### src/rtl/hos_pkg.sv
package hos_pkg;

  // Step removed from the coarse word for positive codes, in coarse LSBs.
  function automatic int unsigned step_units(input int unsigned coarse_w,
                                             input int unsigned pos);
    if (pos == 0) return 0;
    return 32'd1 << (coarse_w - pos);
  endfunction

  typedef enum logic {
    SIGN_NONPOS = 1'b0,
    SIGN_POS    = 1'b1
  } code_sign_e;

endpackage

### src/rtl/hos_code_map.sv
module hos_code_map
  import hos_pkg::*;
#(
  parameter int unsigned SAMPLE_W   = 18,
  parameter int unsigned COARSE_W   = 10,
  parameter int unsigned OFFSET_POS = 9
) (
  input  logic [SAMPLE_W-1:0]          code_i,
  output logic [COARSE_W-1:0]          coarse_o,
  output logic                         ofs_en_o,
  output logic [SAMPLE_W-COARSE_W-1:0] fine_o
);
  localparam int unsigned FINE_W = SAMPLE_W - COARSE_W;
  localparam logic [COARSE_W-1:0] STEP = COARSE_W'(step_units(COARSE_W, OFFSET_POS));

  logic [SAMPLE_W-1:0] ubin;
  logic [COARSE_W-1:0] coarse_raw;
  code_sign_e          sign_cls;

  always_comb begin
    ubin       = {~code_i[SAMPLE_W-1], code_i[SAMPLE_W-2:0]};
    coarse_raw = ubin[SAMPLE_W-1 -: COARSE_W];
    fine_o     = ubin[FINE_W-1:0];
    sign_cls   = (!code_i[SAMPLE_W-1] && (|code_i[SAMPLE_W-2:0])) ? SIGN_POS : SIGN_NONPOS;
  end

  generate
    if (OFFSET_POS == 0) begin : g_no_offset
      assign coarse_o = coarse_raw;
      assign ofs_en_o = 1'b0;
    end else begin : g_offset
      assign coarse_o = (sign_cls == SIGN_POS) ? coarse_raw - STEP : coarse_raw;
      assign ofs_en_o = (sign_cls == SIGN_POS);
    end
  endgenerate

endmodule

### src/rtl/hos_sample_reg.sv
module hos_sample_reg #(
  parameter int unsigned COARSE_W = 10,
  parameter int unsigned FINE_W   = 8
) (
  input  logic                clk,
  input  logic                rst,
  input  logic                load_i,
  input  logic [COARSE_W-1:0] coarse_d,
  input  logic                ofs_d,
  input  logic [FINE_W-1:0]   fine_d,
  output logic [COARSE_W-1:0] coarse_q,
  output logic                ofs_q,
  output logic [FINE_W-1:0]   fine_q
);
  localparam logic [COARSE_W-1:0] MID = COARSE_W'(1) << (COARSE_W - 1);

  always_ff @(posedge clk) begin
    if (rst) begin
      coarse_q <= MID;
      ofs_q    <= 1'b0;
      fine_q   <= '0;
    end else if (load_i) begin
      coarse_q <= coarse_d;
      ofs_q    <= ofs_d;
      fine_q   <= fine_d;
    end
  end

endmodule

### src/rtl/hos_shaper.sv
module hos_shaper #(
  parameter int unsigned FINE_W = 8
) (
  input  logic              clk,
  input  logic              rst,
  input  logic [FINE_W-1:0] fine_i,
  output logic              bit_o
);
  logic [FINE_W-1:0] acc_q;
  logic [FINE_W:0]   sum;

  always_comb sum = {1'b0, acc_q} + {1'b0, fine_i};

  always_ff @(posedge clk) begin
    if (rst) begin
      acc_q <= '0;
      bit_o <= 1'b0;
    end else begin
      acc_q <= sum[FINE_W-1:0];
      bit_o <= sum[FINE_W];
    end
  end

endmodule

### src/rtl/hos_hybrid_split.sv
module hos_hybrid_split #(
  parameter int unsigned SAMPLE_W   = 18,
  parameter int unsigned COARSE_W   = 10,
  parameter int unsigned OFFSET_POS = 9
) (
  input  logic                clk,
  input  logic                rst,
  input  logic                smp_valid,
  input  logic [SAMPLE_W-1:0] smp_data,
  output logic [COARSE_W-1:0] coarse_word,
  output logic                offset_en,
  output logic                shaped_bit
);
  localparam int unsigned FINE_W = SAMPLE_W - COARSE_W;

  logic [COARSE_W-1:0] map_coarse;
  logic                map_ofs;
  logic [FINE_W-1:0]   map_fine;
  logic [FINE_W-1:0]   fine_q;

  hos_code_map #(
    .SAMPLE_W  (SAMPLE_W),
    .COARSE_W  (COARSE_W),
    .OFFSET_POS(OFFSET_POS)
  ) u_map (
    .code_i  (smp_data),
    .coarse_o(map_coarse),
    .ofs_en_o(map_ofs),
    .fine_o  (map_fine)
  );

  hos_sample_reg #(
    .COARSE_W(COARSE_W),
    .FINE_W  (FINE_W)
  ) u_hold (
    .clk     (clk),
    .rst     (rst),
    .load_i  (smp_valid),
    .coarse_d(map_coarse),
    .ofs_d   (map_ofs),
    .fine_d  (map_fine),
    .coarse_q(coarse_word),
    .ofs_q   (offset_en),
    .fine_q  (fine_q)
  );

  hos_shaper #(
    .FINE_W(FINE_W)
  ) u_shape (
    .clk   (clk),
    .rst   (rst),
    .fine_i(fine_q),
    .bit_o (shaped_bit)
  );

endmodule

### config.mk
export PLATFORM = sky130hd
export DESIGN_NAME = hos_hybrid_split
export DESIGN_NICKNAME = d
export VERILOG_FILES = /design/src/rtl/hos_pkg.sv /design/src/rtl/hos_code_map.sv /design/src/rtl/hos_sample_reg.sv /design/src/rtl/hos_shaper.sv /design/src/rtl/hos_hybrid_split.sv
export SDC_FILE = /design/constraint.sdc
export NUM_CORES = 1
export LEC_CHECK = 0
export ABC_AREA = 0
export CORE_MARGIN = 2
export CORE_UTILIZATION = 50
export CTS_BUF_LIST = sky130_fd_sc_hd__clkbuf_16
export DETAILED_ROUTE_END_ITERATION = 8
export DONT_BUFFER_PORTS = 1
export PLACE_DENSITY_LB_ADDON = 0.3
export SYNTH_ARGS = -nofsm -noshare
export SYNTH_HDL_FRONTEND = slang
export SYNTH_SLANG_ARGS = --single-unit
### constraint.sdc
create_clock -name clk -period 1.9 [get_ports clk]
set_input_delay 0.38 -clock clk [delete_from_list [all_inputs] [get_ports clk]]
set_output_delay 0.38 -clock clk [all_outputs]
set_load 0.01 [all_outputs]
==> Word-level counts from Yosys, hierarchy flattened <==
Index checks and enable logic that the tools add are counted.
W data, S select, Z words.
{ "totals": {"word_cells": 13, "inputBits": 21, "regBits": 28} }
{ "classes": {"add_sub_neg": 2, "reduce_logical": 3, "n_mux": 2, "bitwise_logic": 1} }
{ "op_table": {"columns": ["operator", "count"], "rows": [
  ["$reduce_or A17 Y1", 1],
  ["$mux W10", 1],
  ["$sub A10 B2 Y10 const B", 1],
  ["$add A8 B8 Y9", 1],
  ["$logic_and A1 B1 Y1", 1],
  ["$logic_not A1 Y1", 1],
  ["$mux W1", 1],
  ["$not A1 Y1", 1]
]} }

==> Depth between registers and ports, before layout <==
{ "logic_depth": {"depth_word": 4, "ltp_mapped": 6, "depth_no_buf": 6} }

==> By module <==
Synthesis repeated with hierarchy kept, for this count alone.
{ "hier_totals": {"cells_unflattened": 175, "hier_area_um2": 1629.1} }
{ "modules_own_cells": {"columns": ["mod", "n_inst", "seq_area_each_um2", "area_each_um2", "cells_each"], "rows": [
  ["hos_sample_reg", 1, 380.4, 688.2, 61],
  ["hos_shaper", 1, 180.2, 580.6, 61],
  ["hos_code_map", 1, 0.0, 360.3, 53]
]} }

==> Worst setup path before layout <==
Ideal clock, no wire load.
{ "synth_path": {"path_type": "reg-to-reg", "start": "register u_hold.fine_q[0]", "end": "register u_shape.acc_q[6]", "path_slack_ns": 0.080, "stages_incl_launch_ff": 7, "arrival_time_ns": 1.725, "t_required_ns": 1.805, "n_path_buf": 0, "cell_sequence": "dfxtp_1 -> ha_1 -> fa_1 -> a21oi_1 -> o21ai_0 -> or3_1 -> a221oi_1"} }
{ "synth_between": {"elab_chain_len": 1} }
{ "synth_lines": {"columns": ["element", "line_no", "source"], "rows": [
  ["start: declaration", "hos_sample_reg.sv:13", "output logic [FINE_W-1:0] fine_q"],
  ["start signal: assignment", "hos_sample_reg.sv:25", "fine_q <= fine_d;"],
  ["$add A8 B8 Y9", "hos_shaper.sv:12", "always_comb sum = {1'b0, acc_q} + {1'b0, fine_i};"],
  ["end signal: assignment", "hos_shaper.sv:19", "acc_q <= sum[FINE_W-1:0];"],
  ["end: declaration", "hos_shaper.sv:9", "logic [FINE_W-1:0] acc_q;"]
]} }
No other way between the ends.
A chain may end at the register's enable or synchronous reset.

==> Final worst setup path <==
Ends and elaborated chain as after synthesis.

==> flow_summary.rst <==
.. list-table::
   :header-rows: 1

   * - Metric
     - Value
   * - Ant. Diodes
     - 0
   * - Initial core utilization
     - 52.8%
   * - Drt drc
     - 0
   * - Final Power
     - 1.46 mW
   * - Headroom to the max-slew limit
     - 76.2%
   * - Result of the run
     - completed
   * - Maximum resistive drop on vdd
     - 0.000621 V
   * - Synthesis-stage register bit count
     - 28
   * - Sequential fraction of the synthesis area
     - 38.5%
   * - Reg area
     - 562 µm²
   * - Post-Synthesis Net Count
     - 194
   * - Placed inst area
     - 1490 µm²
   * - Post-Layout Cell Count
     - 195
   * - Antenna Nets Post-Route
     - 0
   * - Latest clock arrival within the worst-skew pair
     - 260 ps
   * - Data required time at the worst endpoint
     - 2070 ps
   * - Biggest fanout along the worst timing path
     - 2
   * - CP Capture Type
     - flip-flop
   * - Setup Total Neg Slack
     - 0 ps
   * - Area of all placed cells without fillers
     - 1650 µm²
   * - Global Route Usage Sum
     - 19.4%
   * - Area fraction of the dominant cell type after synthesis
     - 38.5%
   * - Number of enable flip-flop cells after synthesis
     - 0
   * - Starting DRC count in detailed routing
     - 25
   * - Final Hold Violating Endpoints
     - 0
   * - Count of fill cells added during filler insertion
     - 238
   * - Area growth syn-to-layout
     - 13.1%
   * - Share of synthesized flip-flops with an asynchronous set or reset
     - 0%
   * - Register clock-pin slew on the reported worst setup and hold paths
     - 70 ps
   * - Final #Nets
     - 196
   * - Post-cts hold buffer count
     - 0
   * - Clock root cell
     - sky130_fd_sc_hd__clkbuf_16
   * - Overflow left after global routing
     - 0
   * - Period Utilization, post-route
     - 97.8%
   * - Final setup violation count
     - 0
   * - Type of origin of the critical path
     - flip-flop
   * - Antenna violations before repair
     - 0
   * - Number of placement rows
     - 19
   * - Largest net degree at the start of global routing
     - 30
   * - Cell total after placement
     - 190
   * - Total area of multi-input combinational cells
     - 898 µm²
   * - Die area
     - 3360 µm²
   * - Unique masters post-synth
     - 40
   * - Max-slew violation total from the final report
     - 0
   * - Final cell utilization of the core
     - 59.7%
   * - Depth of the CTS H-tree
     - 1
   * - Highest Clock Rate
     - 0.538 GHz
   * - CTS tree
     - built
   * - Routed wire length
     - 3030 µm
   * - Height of the chip
     - 57.9 µm
   * - Vias post-DR
     - 1158
   * - Wire length of the first global-routing pass
     - 5060 µm
   * - Slew of the pin with the lowest slew margin
     - 353 ps
   * - Path category of the worst min-delay check
     - in -> reg
   * - Crit path time final
     - 1860 ps
   * - Total CTS buffers
     - 3
   * - Buffers added on ports
     - 0
   * - Leakage power
     - 0.650 nW
   * - DP Wirelength
     - 2070 µm
   * - Critical path start-end classification
     - reg -> reg
   * - Horizontal extent of the die
     - 57.9 µm
   * - Number of global-route vias before repair
     - 1147
   * - Synth Flop Type
     - sky130_fd_sc_hd__dfxtp_1
   * - Leading cell types in the layout, fill and taps excluded
     - 31 x sky130_fd_sc_hd__nor2_1, 27 x sky130_fd_sc_hd__dfxtp_1, 10 x sky130_fd_sc_hd__o21ai_0, 9 x sky130_fd_sc_hd__mux2i_1, 8 x sky130_fd_sc_hd__ha_1
   * - Number of cells on the worst hold path
     - 1
   * - Vias per cell
     - 5.94
   * - Weighted congestion at the end of routability-driven global placement
     - 0.871
   * - Post-Synthesis Cells
     - 163
   * - Clock Sink Count
     - 28
   * - Power Dens Cells
     - 887 nW/µm²
   * - Maximum count of clock buffers along a single path
     - 2
   * - Core box area
     - 2760 µm²
   * - Syn avg cell area
     - 8.93 µm²
   * - Share of post-route cells with drive strength above 1
     - 12.8%
   * - Mapped cell area
     - 1460 µm²
   * - Data arrival time of the critical path
     - 2030 ps
   * - # IOs
     - 33
   * - DR pass1 iterations
     - 4
   * - Top cells by area, synth
     - sky130_fd_sc_hd__dfxtp_1 39%, sky130_fd_sc_hd__nor2_1 8.0%, sky130_fd_sc_hd__ha_1 7.7%
   * - Most common cell after layout, fill and taps aside
     - sky130_fd_sc_hd__nor2_1
   * - YS warnings
     - 0
   * - Synth area leader
     - sky130_fd_sc_hd__dfxtp_1
   * - Worst clock skew
     - 3.38 ps
   * - Worst-case reg-to-reg path depth
     - 6
   * - Avg WL per Cell
     - 15.5 µm
   * - Maxcap violations
     - 0
-- worst max-delay path, cell delays in order (launching register included) --
cell and delay, ps:
sky130_fd_sc_hd__dfxtp_2 340, sky130_fd_sc_hd__ha_4 160, sky130_fd_sc_hd__fa_2 370, sky130_fd_sc_hd__a21oi_2 160
sky130_fd_sc_hd__o21ai_2 80, sky130_fd_sc_hd__or3_4 390, sky130_fd_sc_hd__a221oi_4 270
-- timing repair --
item,in CTS,in global routing
gates resized for setup,2,8
endpoints found under the setup margin,1,2
pin swaps,0,5
setup buffers,0,1
-- per-layer routing --
metal  GRT usage [%]  part of all wire [%]  wire, µm  up-vias
met5               0                     0         0        -
met4            7.97                   1.4        43        0
met3            4.24                   5.5       165        4
met2            31.0                    48      1440       32
met1            25.4                    46      1380      523
li1                -                     -         -      599
-- sequential cells by signal, indices dropped and copies added, names as in the netlist --
signal,cells
u_hold.fine_q,8
u_hold.coarse_q,10
u_shape.acc_q,8
u_shape.bit_o,1
u_hold.ofs_q,1
-- logic make-up (layout without fill, tap and decap cells) --
logic type | Yosys count | in the layout | share of synthesized area, %
simple gates | 64 | 64 | 23.3
fa+ha+maj | 10 | 10 | 9.11
xor+xnor | 2 | 2 | 1.20
flops | 28 | 28 | 38.5
mux | 10 | 10 | 6.96
compound gates | 38 | 38 | 18.1
buf+inv | 11 | 12 | 2.84
-- report_power, final --
part	switching (mW)	internal [mW]	total, mW
sequential	0.0319	0.633	0.664
clock	0.202	0.419	0.622
combinational	0.0848	0.0883	0.173
-- Yosys cell counts (2+ instances only) --
library cell and number:
sky130_fd_sc_hd__a211oi_1 3, sky130_fd_sc_hd__a21oi_1 6, sky130_fd_sc_hd__a311oi_1 4, sky130_fd_sc_hd__buf_1 3, sky130_fd_sc_hd__clkbuf_1 3, sky130_fd_sc_hd__dfxtp_1 28
sky130_fd_sc_hd__ha_1 9, sky130_fd_sc_hd__inv_1 5, sky130_fd_sc_hd__mux2i_1 9, sky130_fd_sc_hd__nand2_1 7, sky130_fd_sc_hd__nand3_1 3, sky130_fd_sc_hd__nor2_1 31
sky130_fd_sc_hd__nor2b_1 3, sky130_fd_sc_hd__nor3_1 5, sky130_fd_sc_hd__o211ai_1 3, sky130_fd_sc_hd__o21a_1 2, sky130_fd_sc_hd__o21ai_0 11, sky130_fd_sc_hd__o31ai_1 2
sky130_fd_sc_hd__or3_1 4, sky130_fd_sc_hd__xnor2_1 2
-- final cells by class --
type | instances | share of cell area [%]
sequential | 28 | 34.1
clock buffer | 3 | 4.56
clock inverter | 1 | 1.83
inverter | 5 | 1.14
timing repair buffer | 3 | 1.37
tap | 31 | 2.36
multi-input combinational | 124 | 54.6
-- stage by stage --
stage	worst slack [ps]	hold WS [ps]
2_1_floorplan	79.6	467
3_3_place_gp	60.7	456
3_5_place_dp	-9.87	456
4_1_cts	0.368	176
5_1_grt	-26.7	171
6_report	41.1	180
-- worst paths after layout --
path / to / startpoint / slack [ps]
worst max-delay path: u_shape.acc_q[6] / u_hold.fine_q[0] / 40
worst max register to register: u_shape.acc_q[6] / u_hold.fine_q[0] / 40
worst min register to register: u_hold.fine_q[7] / u_hold.fine_q[7] / 500
worst min-delay path: u_hold.coarse_q[1] / rst / 180
Note: power is estimated with default switching activity, not from simulation.
